### config.mk
export PLATFORM = sky130hd
export DESIGN_NAME = smb_host_regs
export DESIGN_NICKNAME = d
export VERILOG_FILES = /design/src/rtl/smb_host_pkg.sv /design/src/rtl/smb_blkbuf.sv /design/src/rtl/smb_status.sv /design/src/rtl/smb_rd_port.sv /design/src/rtl/smb_host_regs.sv
export SDC_FILE = /design/constraint.sdc
export NUM_CORES = 1
export LEC_CHECK = 0
export ABC_AREA = 1
export BUFFER_PORTS_ARGS = -buffer_cell sky130_fd_sc_hd__buf_2
export CAP_MARGIN = 30
export CORE_MARGIN = 5
export CORE_UTILIZATION = 55
export CTS_CLUSTER_SIZE = 16
export DETAILED_ROUTE_END_ITERATION = 10
export PLACE_DENSITY = 0.74
export SLEW_MARGIN = 20
export SYNTH_ARGS = -nofsm -noshare
export SYNTH_HDL_FRONTEND = slang
export SYNTH_SLANG_ARGS = --single-unit
### constraint.sdc
create_clock -name clk -period 4.4 [get_ports clk]
set_clock_uncertainty 0.05 [all_clocks]
set_input_delay 0.66 -clock clk [delete_from_list [all_inputs] [get_ports clk]]
set_output_delay 0.66 -clock clk [all_outputs]
set_load 0.01 [all_outputs]
### src/rtl/smb_host_pkg.sv
package smb_host_pkg;

  localparam int unsigned BYTE_W = 8;

  // Byte offsets inside the register window
  localparam int unsigned OFS_STS = 0;
  localparam int unsigned OFS_CTL = 2;
  localparam int unsigned OFS_CMD = 3;
  localparam int unsigned OFS_ADR = 4;
  localparam int unsigned OFS_D0  = 5;
  localparam int unsigned OFS_D1  = 6;
  localparam int unsigned OFS_BLK = 7;

  // Control and status bit positions
  localparam int unsigned CTL_GO_BIT = 6;
  localparam int unsigned ST_BUSY    = 0;
  localparam int unsigned ST_DONE    = 1;
  localparam int unsigned ST_ERR     = 2;

  function automatic logic prot_supported(input logic [2:0] p);
    return (p == 3'd0) || (p == 3'd1) || (p == 3'd2) || (p == 3'd3) || (p == 3'd5);
  endfunction

endpackage

### src/rtl/smb_blkbuf.sv
module smb_blkbuf #(
  parameter int unsigned DEPTH = 32,
  parameter int unsigned DW    = 8,
  localparam int unsigned IW   = $clog2(DEPTH)
) (
  input  logic          clk,
  input  logic          rst,
  input  logic          host_wr,
  input  logic          host_rd,
  input  logic          idx_clr,
  input  logic [DW-1:0] host_wdata,
  output logic [DW-1:0] host_q,
  input  logic [IW-1:0] seq_idx,
  output logic [DW-1:0] seq_q
);

  localparam logic [IW-1:0] LAST = IW'(DEPTH - 1);

  logic [DW-1:0] mem [DEPTH];
  logic [IW-1:0] idx;
  logic          acc;

  assign acc = host_wr || host_rd;

  // Storage and read registers, no reset on the array
  always_ff @(posedge clk) begin
    if (host_wr) mem[idx] <= host_wdata;
    seq_q <= mem[seq_idx];
  end

  always_ff @(posedge clk) begin
    if (rst)          host_q <= '0;
    else if (host_rd) host_q <= mem[idx];
  end

  // Auto-incrementing index with wrap
  always_ff @(posedge clk) begin
    if (rst || idx_clr) idx <= '0;
    else if (acc)       idx <= (idx == LAST) ? '0 : idx + 1'b1;
  end

  AST_IDX_WRAP: assert property (@(posedge clk) disable iff (rst)
    (acc && !idx_clr && idx == LAST) |=> (idx == '0));
  AST_IDX_STEP: assert property (@(posedge clk) disable iff (rst)
    (acc && !idx_clr && idx != LAST) |=> (idx == $past(idx) + 1'b1));
  AST_IDX_CLR: assert property (@(posedge clk) disable iff (rst)
    idx_clr |=> (idx == '0));

endmodule

### src/rtl/smb_status.sv
module smb_status
  import smb_host_pkg::*;
(
  input  logic              clk,
  input  logic              rst,
  input  logic              clr,
  input  logic              launch,
  input  logic              bad_prot,
  input  logic              done_i,
  input  logic              err_i,
  output logic [BYTE_W-1:0] status
);

  logic busy_q, done_q, err_q;
  logic busy_d, done_d, err_d;

  always_comb begin
    busy_d = busy_q;
    done_d = done_q;
    err_d  = err_q;
    if (clr) begin
      busy_d = 1'b0;
      done_d = 1'b0;
      err_d  = 1'b0;
    end
    if (launch)   busy_d = 1'b1;
    if (bad_prot) err_d  = 1'b1;
    if (done_i) begin
      busy_d = 1'b0;
      done_d = 1'b1;
    end
    if (err_i) begin
      busy_d = 1'b0;
      err_d  = 1'b1;
    end
  end

  always_ff @(posedge clk) begin
    if (rst) begin
      busy_q <= 1'b0;
      done_q <= 1'b0;
      err_q  <= 1'b0;
    end else begin
      busy_q <= busy_d;
      done_q <= done_d;
      err_q  <= err_d;
    end
  end

  always_comb begin
    status          = '0;
    status[ST_BUSY] = busy_q;
    status[ST_DONE] = done_q;
    status[ST_ERR]  = err_q;
  end

  AST_STS_CLEAR: assert property (@(posedge clk) disable iff (rst)
    (clr && !launch && !bad_prot && !done_i && !err_i) |=> (status == '0));
  AST_DONE_STICKY: assert property (@(posedge clk) disable iff (rst)
    (done_q && !clr) |=> done_q);
  AST_ERR_STICKY: assert property (@(posedge clk) disable iff (rst)
    (err_q && !clr) |=> err_q);
  AST_END_IDLE: assert property (@(posedge clk) disable iff (rst)
    (done_i || err_i) |=> !busy_q);

endmodule

### src/rtl/smb_rd_port.sv
module smb_rd_port
  import smb_host_pkg::*;
#(
  parameter int unsigned ADDR_W = 6
) (
  input  logic              clk,
  input  logic              rst,
  input  logic              rd_en,
  input  logic [ADDR_W-1:0] addr,
  input  logic [BYTE_W-1:0] sts,
  input  logic [BYTE_W-1:0] ctl,
  input  logic [BYTE_W-1:0] cmd,
  input  logic [BYTE_W-1:0] adr,
  input  logic [BYTE_W-1:0] d0,
  input  logic [BYTE_W-1:0] d1,
  input  logic [BYTE_W-1:0] blk_q,
  output logic [BYTE_W-1:0] rdata
);

  logic [BYTE_W-1:0] rd_val;
  logic [BYTE_W-1:0] reg_q;
  logic              blk_sel_q;
  logic              mapped;

  always_comb begin
    rd_val = '0;
    mapped = 1'b1;
    case (addr)
      ADDR_W'(OFS_STS): rd_val = sts;
      ADDR_W'(OFS_CTL): rd_val = {3'b000, ctl[4:0]};
      ADDR_W'(OFS_CMD): rd_val = cmd;
      ADDR_W'(OFS_ADR): rd_val = adr;
      ADDR_W'(OFS_D0):  rd_val = d0;
      ADDR_W'(OFS_D1):  rd_val = d1;
      ADDR_W'(OFS_BLK): rd_val = '0;
      default:          mapped = 1'b0;
    endcase
  end

  always_ff @(posedge clk) begin
    if (rst) begin
      reg_q     <= '0;
      blk_sel_q <= 1'b0;
    end else if (rd_en) begin
      reg_q     <= rd_val;
      blk_sel_q <= (addr == ADDR_W'(OFS_BLK));
    end
  end

  assign rdata = blk_sel_q ? blk_q : reg_q;

  AST_UNMAPPED_ZERO: assert property (@(posedge clk) disable iff (rst)
    (rd_en && !mapped) |=> (rdata == '0));
  AST_RDATA_HOLD: assert property (@(posedge clk) disable iff (rst)
    (!rd_en && !blk_sel_q) |=> $stable(rdata));

endmodule

### src/rtl/smb_host_regs.sv
module smb_host_regs
  import smb_host_pkg::*;
#(
  parameter int unsigned ADDR_W    = 6,
  parameter int unsigned BLK_DEPTH = 32,
  localparam int unsigned IDX_W    = $clog2(BLK_DEPTH)
) (
  input  logic              clk,
  input  logic              rst,
  input  logic              host_wr,
  input  logic              host_rd,
  input  logic [ADDR_W-1:0] host_addr,
  input  logic [BYTE_W-1:0] host_wdata,
  output logic [BYTE_W-1:0] host_rdata,
  output logic              seq_start,
  output logic [2:0]        seq_prot,
  output logic [BYTE_W-1:0] seq_cmd,
  output logic [6:0]        seq_dev,
  output logic              seq_rnw,
  output logic [BYTE_W-1:0] seq_data0,
  output logic [BYTE_W-1:0] seq_data1,
  input  logic              seq_done,
  input  logic              seq_err,
  input  logic              seq_rsp_we,
  input  logic [BYTE_W-1:0] seq_rsp_data0,
  input  logic [BYTE_W-1:0] seq_rsp_data1,
  input  logic [IDX_W-1:0]  seq_blk_idx,
  output logic [BYTE_W-1:0] seq_blk_rdata
);

  logic [BYTE_W-1:0] ctl_q, cmd_q, adr_q, d0_q, d1_q, sts;
  logic [BYTE_W-1:0] blk_q;
  logic              start_q;
  logic              busy;

  // Address decode
  logic wr_sts, wr_ctl, wr_cmd, wr_adr, wr_d0, wr_d1, wr_blk;
  logic rd_ctl, rd_blk;

  assign wr_sts = host_wr && (host_addr == ADDR_W'(OFS_STS));
  assign wr_ctl = host_wr && (host_addr == ADDR_W'(OFS_CTL));
  assign wr_cmd = host_wr && (host_addr == ADDR_W'(OFS_CMD));
  assign wr_adr = host_wr && (host_addr == ADDR_W'(OFS_ADR));
  assign wr_d0  = host_wr && (host_addr == ADDR_W'(OFS_D0));
  assign wr_d1  = host_wr && (host_addr == ADDR_W'(OFS_D1));
  assign wr_blk = host_wr && (host_addr == ADDR_W'(OFS_BLK));
  assign rd_ctl = host_rd && (host_addr == ADDR_W'(OFS_CTL));
  assign rd_blk = host_rd && (host_addr == ADDR_W'(OFS_BLK));

  // Launch logic
  logic ctl_take, go, launch, bad_prot;

  assign busy     = sts[ST_BUSY];
  assign ctl_take = wr_ctl && !busy;
  assign go       = ctl_take && host_wdata[CTL_GO_BIT];
  assign launch   = go && prot_supported(host_wdata[4:2]);
  assign bad_prot = go && !prot_supported(host_wdata[4:2]);

  always_ff @(posedge clk) begin
    if (rst) begin
      ctl_q   <= '0;
      cmd_q   <= '0;
      adr_q   <= '0;
      d0_q    <= '0;
      d1_q    <= '0;
      start_q <= 1'b0;
    end else begin
      start_q <= launch;
      if (ctl_take) begin
        ctl_q             <= host_wdata;
        ctl_q[CTL_GO_BIT] <= 1'b0;
      end
      if (wr_cmd) cmd_q <= host_wdata;
      if (wr_adr) adr_q <= host_wdata;
      if (seq_rsp_we) begin
        d0_q <= seq_rsp_data0;
        d1_q <= seq_rsp_data1;
      end else begin
        if (wr_d0) d0_q <= host_wdata;
        if (wr_d1) d1_q <= host_wdata;
      end
    end
  end

  smb_status u_status (
    .clk      (clk),
    .rst      (rst),
    .clr      (wr_sts),
    .launch   (launch),
    .bad_prot (bad_prot),
    .done_i   (seq_done),
    .err_i    (seq_err),
    .status   (sts)
  );

  smb_blkbuf #(
    .DEPTH (BLK_DEPTH),
    .DW    (BYTE_W)
  ) u_blkbuf (
    .clk        (clk),
    .rst        (rst),
    .host_wr    (wr_blk),
    .host_rd    (rd_blk),
    .idx_clr    (wr_sts || rd_ctl),
    .host_wdata (host_wdata),
    .host_q     (blk_q),
    .seq_idx    (seq_blk_idx),
    .seq_q      (seq_blk_rdata)
  );

  smb_rd_port #(
    .ADDR_W (ADDR_W)
  ) u_rd_port (
    .clk    (clk),
    .rst    (rst),
    .rd_en  (host_rd),
    .addr   (host_addr),
    .sts    (sts),
    .ctl    (ctl_q),
    .cmd    (cmd_q),
    .adr    (adr_q),
    .d0     (d0_q),
    .d1     (d1_q),
    .blk_q  (blk_q),
    .rdata  (host_rdata)
  );

  assign seq_start = start_q;
  assign seq_prot  = ctl_q[4:2];
  assign seq_cmd   = cmd_q;
  assign seq_dev   = adr_q[7:1];
  assign seq_rnw   = adr_q[0];
  assign seq_data0 = d0_q;
  assign seq_data1 = d1_q;

  AST_START_PULSE: assert property (@(posedge clk) disable iff (rst)
    seq_start |=> !seq_start);
  AST_START_BUSY: assert property (@(posedge clk) disable iff (rst)
    seq_start |-> busy);
  AST_START_PROT_OK: assert property (@(posedge clk) disable iff (rst)
    seq_start |-> prot_supported(seq_prot));
  AST_CTL_BUSY_IGNORE: assert property (@(posedge clk) disable iff (rst)
    (wr_ctl && busy) |=> ($stable(ctl_q) && !seq_start));

endmodule

==> results of run 1 <==
==> per-stage QoR <==
stage	total power [µW]	std cells	hold slack, ns
global route	6800	2473	0.356
global placement	3860	2408	0.402
detailed placement	3870	2410	0.407
floorplan	3680	2022	0.382
CTS	6610	2473	0.327
finish	6600	2474	0.355
==> layout by cell type, fill, tap and decap left out, types with 19 or more instances in the layout <==
cell       count
o21ai_0      143
inv_1        234
nor2_1        94
buf_2         92
dfxtp_1       69
a21oi_1      188
nand2_1      610
o21ai_1       38
buf_4         19
nand3_1      209
edfxtp_1     256
clkbuf_16     35
==> worst reg2reg max path, stage by stage (launching register included) <==
cell and delay (ns):
dfxtp_4 0.48, inv_2 0.60, ha_1 0.28, nand2_1 0.43, nor2_1 0.74
==> cell families (layout without fill, tap and decap cells) <==
family,after synthesis,in the layout
flops,327,327
compound gates,380,380
fa+ha+maj,5,5
other cells,0,1
mux,1,1
simple gates,945,945
buf+inv,363,424
xor+xnor,1,1
==> sequential cells by signal (all words and copies together), names as in the netlist <==
signal,count
u_blkbuf.host_q,8
seq_data0,8
u_status.done_q,1
u_blkbuf.idx,5
seq_cmd,8
u_blkbuf.mem,256
adr_q,8
ctl_q,5
seq_data1,8
u_status.err_q,1
u_rd_port.reg_q,8
u_rd_port.blk_sel_q,1
u_blkbuf.seq_q,8
u_status.busy_q,1
seq_start,1
==> metal layers <==
layer  part of all wire  vias up
li1                   -     6721
met1               0.39     6768
met2               0.46      960
met3               0.12      133
met4              0.037        0
met5                  0        -
==> power by group <==
part	leakage, µW	internal, µW	switching (µW)	total, µW
registers	0.00288	3350	15.8	3360
clock network	0.000525	1610	1180	2780
logic	0.00442	121	328	448
==> worst max path at each step <==
stage | cells past startpoint | end | start | slack, ns
global placement | 7 | u_blkbuf.mem[15][4] | host_addr[2] | 1.40
floorplan | 5 | u_blkbuf.mem[0][0] | host_addr[5] | 2.20
detailed placement | 6 | u_blkbuf.mem[15][4] | host_addr[5] | 1.26
CTS | 4 | u_blkbuf.mem[14][0] | u_blkbuf.idx[0] | 1.54
finish | 4 | u_blkbuf.mem[22][2] | u_blkbuf.idx[0] | 1.44
global route | 4 | u_blkbuf.mem[22][5] | u_blkbuf.idx[0] | 1.39
==> layout make-up <==
type                            instances  area (µm²)
Fill cell                            2546       11500
Inverter                              246         925
Clock buffer                           44         920
Clock inverter                         19         154
Antenna cell                            1        2.50
Timing Repair Buffer                  115         669
Multi-Input combinational cell       1332        6000
Tap cell                              390         488
Sequential cell                       327        9110
==> summary.md, run 1 <==
| Metric | Value |
|---|---|
| Status | `completed` |
| Sum of negative setup slack | `0 ns` |
| Fin. Hold Viols | `0` |
| H-tree levels | `2` |
| Startpoint Class | `flip-flop` |
| Final worst path period share | `0.672` |
| Slew @ Worst Pin | `1.02 ns` |
| Routed via count | `14600` |
| Top-area cell type share of the netlist area | `0.461` |
| Row count | `63` |
| Fraction of the mapped netlist area in simple logic gates | `0.239` |
| Synth area leaders | `edfxtp_1, nand2_1, dfxtp_1` |
| GRT Overall Usage | `0.293` |
| First-pass GRT wire length | `77100 µm` |
| Later-pin clock latency in the skew report | `0.52 ns` |
| CTS tree | `done` |
| R2R cell count | `4` |
| Mux contribution to synthesized area | `0.000676` |
| Via density | `5.89` |
| Final wirelength | `51000 µm` |
| Synth unique cells | `37` |
| Dominant cell by count in the synthesized netlist | `nand2_1` |
| Per-cell routed wire length | `20.6 µm` |
| Largest family of logic cells by synthesized area | `simple AND/OR/NAND/NOR gates` |
| RR Startpoint | `u_blkbuf.idx[0]` |
| Delay-heaviest family, CP | `simple AND/OR/NAND/NOR gates` |
| Grt ovf | `0` |
| Post-synth ARST share | `0` |
| Highest Clock Rate | `338 MHz` |
| VDD IR max | `0.279 mV` |
| Hold Buf Count CTS | `0` |
| Clock Tree Buf Depth | `3` |
| Drt initial violations | `2284` |
| EDFF count, synth | `256` |
| Vias in the first global route | `13500` |
| Placed Area | `17200 µm²` |
| CTS buffer count | `35` |
| Leak | `0.00783 µW` |
| DIE WIDTH | `184 µm` |
| Drt first pass iters | `7` |
| Root buffer cell | `clkbuf_16` |
| Critical-path top delay cell | `nor2_1` |
| Final count of negative-setup-slack endpoints | `0` |
| Slew margin rel. | `0.321` |
| DRC | `0` |
| Synth area leader | `edfxtp_1` |
| Worst path bufs/invs | `1` |
| Worst Path Max Fanout | `41` |
| Crit path DAT | `3.06 ns` |
| # Max-Cap Violations | `0` |
| Most used DFF post-synth | `edfxtp_1` |
| Fin util | `0.613` |
| Slowest stage delay, CP | `0.73 ns` |
| Share of post-route cells with drive strength above 1 | `0.0970` |
| Unrepaired setup endpoints after global routing | `false` |
| TritonCTS Sinks | `327` |
| Met1 track demand over resource | `0.408` |
| Crit Path Class | `reg2reg` |
| Chip height | `184 µm` |
| PortBufs | `93` |
| Critical-path cell list | `inv_2 -> ha_1 -> nand2_1 -> nor2_1` |
| Reg-to-reg setup timing slack | `1.44 ns` |
| Syn Inst Count | `2022` |
| Synth Area in XOR/XNOR | `0.000525` |
| Seq/Total Area, Yosys | `0.546` |
| Hold path cells | `3` |
| Area Overhead vs Synth | `9.61%` |
| Post-Place Setup Slack | `1.26 ns` |
| Cts repair resizes | `0` |
| Hold path startpoint | `seq_rsp_data1[7]` |
| GR peak layer | `met2` |
| Register clock-pin slew on the reported worst setup and hold paths | `0.06 ns` |
| Hold crit path type | `in2reg` |
| Placer Congestion | `0.956` |
| Min cycle time layout | `2.96 ns` |
| Most instantiated cells after synthesis | `nand2_1, edfxtp_1, inv_1` |
| Netlist Area Pre-Place | `16700 µm²` |
| Die Area | `33900 µm²` |
| Syn. warnings | `0` |
| GR Layer Usage met2 | `0.467` |
| Synthesized Nets | `2069` |
| Hold endpoint | `seq_data1[7]` |
| Met3 Resource Use GR | `0.0590` |
| Initial antenna violation count | `0` |
| Largest net degree at the start of global routing | `99` |
| Crit end category | `flip-flop` |
| Reg-to-Reg End | `u_blkbuf.mem[22][2]` |
| Area share of fa/ha/maj cells after synthesis | `0.00375` |
| Detail Route Antenna Nets | `0` |
| Dpl hpwl | `33700 µm` |
| Core area | `29800 µm²` |
| Syn_area_per_cell | `8.24 µm²` |
| Synth Area in Compound Gates | `0.116` |
| Initial Utilization | `0.559` |
| Post-CTS Setup Inserts | `0` |
| Slew Limit Fails | `0` |
| Post-route cell area | `18300 µm²` |
| Layout net count | `2104` |
| PwrDens | `361 nW/µm²` |
| Setup ws final | `1.44 ns` |
| WP data required | `4.50 ns` |
| I/O pin total | `94` |
| Yosys reg bits | `327` |
(Power assumes the default switching activity.)
==> run 2: changes to the inputs <==
--- a/config.mk
+++ b/config.mk
@@ -5,14 +5,14 @@
 export SDC_FILE = /design/constraint.sdc
 export NUM_CORES = 1
 export LEC_CHECK = 0
-export ABC_AREA = 1
+export ABC_AREA = 0
 export BUFFER_PORTS_ARGS = -buffer_cell sky130_fd_sc_hd__buf_2
 export CAP_MARGIN = 30
 export CORE_MARGIN = 5
 export CORE_UTILIZATION = 55
 export CTS_CLUSTER_SIZE = 16
 export DETAILED_ROUTE_END_ITERATION = 10
-export PLACE_DENSITY = 0.74
+export PLACE_DENSITY = 0.77
 export SLEW_MARGIN = 20
 export SYNTH_ARGS = -nofsm -noshare
 export SYNTH_HDL_FRONTEND = slang
==> constraint.sdc (replaced) <==
create_clock -name clk -period 2.61 [get_ports clk]
set_clock_uncertainty 0.05 [all_clocks]
set_input_delay 0.3915 -clock clk [delete_from_list [all_inputs] [get_ports clk]]
set_output_delay 0.3915 -clock clk [all_outputs]
set_load 0.01 [all_outputs]
==> run 2 against run 1 <==
Global-route usage decreased by 1.7 points. Critical path depth increased by 3. Total power increased by 73%. Sequential share of layout area increased by 0.97 points. Die area decreased by 6.1%. Maximum frequency increased by 23%. Setup slack got worse by 1.2 ns. Utilization increased by 3.0 points. Sequential cell count unchanged. First-iteration DRC count decreased by 40%. Clock-buffer cell count increased by 3. Critical path type unchanged. Largest cell class unchanged.
==> summary.md, run 2 <==
| Metric | Value |
|---|---|
| Status | `completed` |
| Hold crit path type | `in2reg` |
| H-tree levels | `2 (unchanged)` |
| Detail Route Antenna Nets | `0 (unchanged)` |
| DRC | `0 (unchanged)` |
| Syn. warnings | `0 (unchanged)` |
| TritonCTS Sinks | `327 (unchanged)` |
| PwrDens | `638 nW/µm² (+77%)` |
| First-pass GRT wire length | `65800 µm (-15%)` |
| CTS buffer count | `35 (unchanged)` |
| Slew Limit Fails | `0 (unchanged)` |
| Share of post-route cells with drive strength above 1 | `0.312 (+0.215)` |
| Critical-path top delay cell | `mux2i_1` |
| Highest Clock Rate | `417 MHz (+23%)` |
| Die Area | `31800 µm² (-6.1%)` |
| PortBufs | `93 (unchanged)` |
| Netlist Area Pre-Place | `15600 µm² (-6.5%)` |
| EDFF count, synth | `256 (unchanged)` |
| # fillers | `1980 (-22%)` |
| Post-synth ARST share | `0 (unchanged)` |
| Synth area leaders | `edfxtp_1, mux4_2, dfxtp_1` |
| DIE WIDTH | `178 µm (-3.1%)` |
| Ant. Diodes | `0 (-1)` |
| Dominant cell by count in the synthesized netlist | `edfxtp_1` |
| Placer Congestion | `0.925 (-3.3%)` |
| Area Overhead vs Synth | `15.0%` |
| Leak | `0.00611 µW (-22%)` |
| Synth area leader | `edfxtp_1` |
| Synthesized Nets | `1098 (-47%)` |
| Sum of negative setup slack | `0 ns (unchanged)` |
| VDD IR max | `0.980 mV (+250%)` |
| Slew @ Worst Pin | `0.846 ns (-0.173 ns)` |
| Slowest stage delay, CP | `0.43 ns (-0.30 ns)` |
| Max FFs per register | `256 (unchanged)` |
| GRT Overall Usage | `0.276 (-0.0174)` |
| Slew margin rel. | `0.436 (+0.115)` |
| Final wirelength | `43300 µm (-15%)` |
| Fin. Hold Viols | `0 (unchanged)` |
| Hold Buf Count CTS | `0 (unchanged)` |
| Final count of negative-setup-slack endpoints | `0 (unchanged)` |
| Unrepaired setup endpoints after global routing | `false` |
| Grt ovf | `0 (unchanged)` |
| Register clock-pin slew on the reported worst setup and hold paths | `0.06 ns (about the same)` |
| Min cycle time layout | `2.40 ns (-0.559 ns)` |
| Startpoint Class | `flip-flop` |
| Cts repair resizes | `0 (unchanged)` |
| Storage element area | `9110 µm² (unchanged)` |
| Syn Inst Count | `1051 (-48%)` |
| Crit Path Class | `reg2reg` |
| Seq/Total Area, Yosys | `0.584 (+0.0378)` |
| Layout net count | `1236 (-41%)` |
| Setup ws final | `0.212 ns (-1.23 ns)` |
| Root buffer cell | `clkbuf_16` |
| Critical-path cell list | `buf_12 -> buf_4 -> mux2i_1 -> nor2_1 -> a311oi_1 -> o211ai_1 -> o221a_1` |
| Multi-input logic area | `5920 µm² (-1.3%)` |
| Commonest non-fill, non-tap cells in the layout | `edfxtp_1, mux2i_1, buf_2` |
| Initial Utilization | `0.560 (about the same)` |
| Top reg by flops | `u_blkbuf.mem` |
| # Max-Cap Violations | `0 (unchanged)` |
| Core area | `27900 µm² (-6.5%)` |
| Yosys reg bits | `327 (unchanged)` |
| Overall power | `11400 µW (+73%)` |
| Post-route cell area | `17900 µm² (-1.9%)` |
| CTS tree | `done` |
| Drt first pass iters | `6 (-1)` |
| WP data required | `2.97 ns (-1.53 ns)` |
| Later-pin clock latency in the skew report | `0.52 ns (about the same)` |
| Row count | `61 (-3.2%)` |
| Clock Tree Buf Depth | `3 (unchanged)` |
| Worst Path Max Fanout | `41 (unchanged)` |
| Chip height | `178 µm (-3.1%)` |
| Largest net degree at the start of global routing | `53 (-46%)` |
| Final worst path period share | `0.919 (+0.247)` |
| Most instantiated cells after synthesis | `edfxtp_1, mux2i_1, nor2_1` |
| Post-CTS Setup Inserts | `0 (unchanged)` |
| Crit end category | `flip-flop` |
| Drt initial violations | `1371 (-40%)` |
| Top-area cell type share of the netlist area | `0.493 (+0.0319)` |
| Via density | `6.65 (+13%)` |
| Crit path DAT | `2.76 ns (-0.30 ns)` |
| Initial antenna violation count | `0 (unchanged)` |
| Vias in the first global route | `10600 (-21%)` |
| Dpl hpwl | `30000 µm (-11%)` |
| Most common cell after layout, fill and taps aside | `edfxtp_1` |
| Most used DFF post-synth | `edfxtp_1` |
| Synth unique cells | `73 (+97%)` |
| I/O pin total | `94 (unchanged)` |
| Routed via count | `10600 (-27%)` |
| Per-cell routed wire length | `27.2 µm (+32%)` |
| Placed Area | `16700 µm² (-2.6%)` |
| Post-Place Setup Slack | `0.161 ns (-1.10 ns)` |
| Syn_area_per_cell | `14.8 µm² (+80%)` |
-- run 2: final timing paths --
path | start | to | slack (ns) | cells past startpoint
worst max-delay path | u_blkbuf.idx[1] | u_blkbuf.host_q[5] | 0.21 | 7
worst min-delay path | seq_err | u_status.busy_q | 0.01 | 2
worst max register to register | u_blkbuf.idx[1] | u_blkbuf.host_q[5] | 0.21 | 7
worst min register to register | seq_cmd[2] | seq_cmd[2] | 0.42 | 2
-- run 2: where the power goes --
group          internal [µW]  total (µW)  switching (µW)
Combinational            254         621             367
Sequential              5640        5660            22.3
Clock                   3130        5150            2020
Total                   9020       11400            2410
-- run 2: final cells by class --
cell class              instances  share of cell area
flip-flops and latches        327               0.508
multi-input cells             637               0.331
repair buffers                181              0.0672
clock buffers                  47              0.0543
well taps                     378              0.0264
clock inverters                16              0.0117
inverters                       7             0.00147
-- run 2: worst max-delay path: cells and delay by family (launching register included) --
kind,cells,cell delay (ns)
flops,1,0.37
mux,1,0.43
compound gates,3,0.70
simple gates,1,0.07
buf+inv,2,0.60
-- run 2: cells by family (layout without fill, tap and decap cells) --
logic type	after synthesis	after routing	share of synthesized area
flip-flops	327	327	0.584
AO/OA/AOI/OAI	136	136	0.0605
adder cells (fa/ha/maj)	5	5	0.00401
AND/OR/NAND/NOR	232	232	0.0778
XOR/XNOR	1	1	0.000562
multiplexers	263	263	0.237
buffers and inverters	87	251	0.0359
-- run 2: through the flow --
| step | std cells | utilization | hold WS, ns |
|---|---|---|---|
| CTS | 1593 | 0.643 | 0.00888 |
| detailed placement | 1530 | 0.601 | 0.416 |
| global route | 1593 | 0.643 | 0.0176 |
| finish | 1593 | 0.643 | 0.0144 |
| global placement | 1530 | 0.601 | 0.411 |
| floorplan | 1051 | - | 0.402 |
-- run 2: layer usage --
| metal | GRT usage | part of all wire | routed length (µm) |
|---|---|---|---|
| met1 | 0.379 | 0.38 | 16500 |
| met2 | 0.429 | 0.47 | 20300 |
| met4 | 0.104 | 0.042 | 1810 |
| met5 | 0 | 0 | 0 |
| met3 | 0.0708 | 0.11 | 4780 |
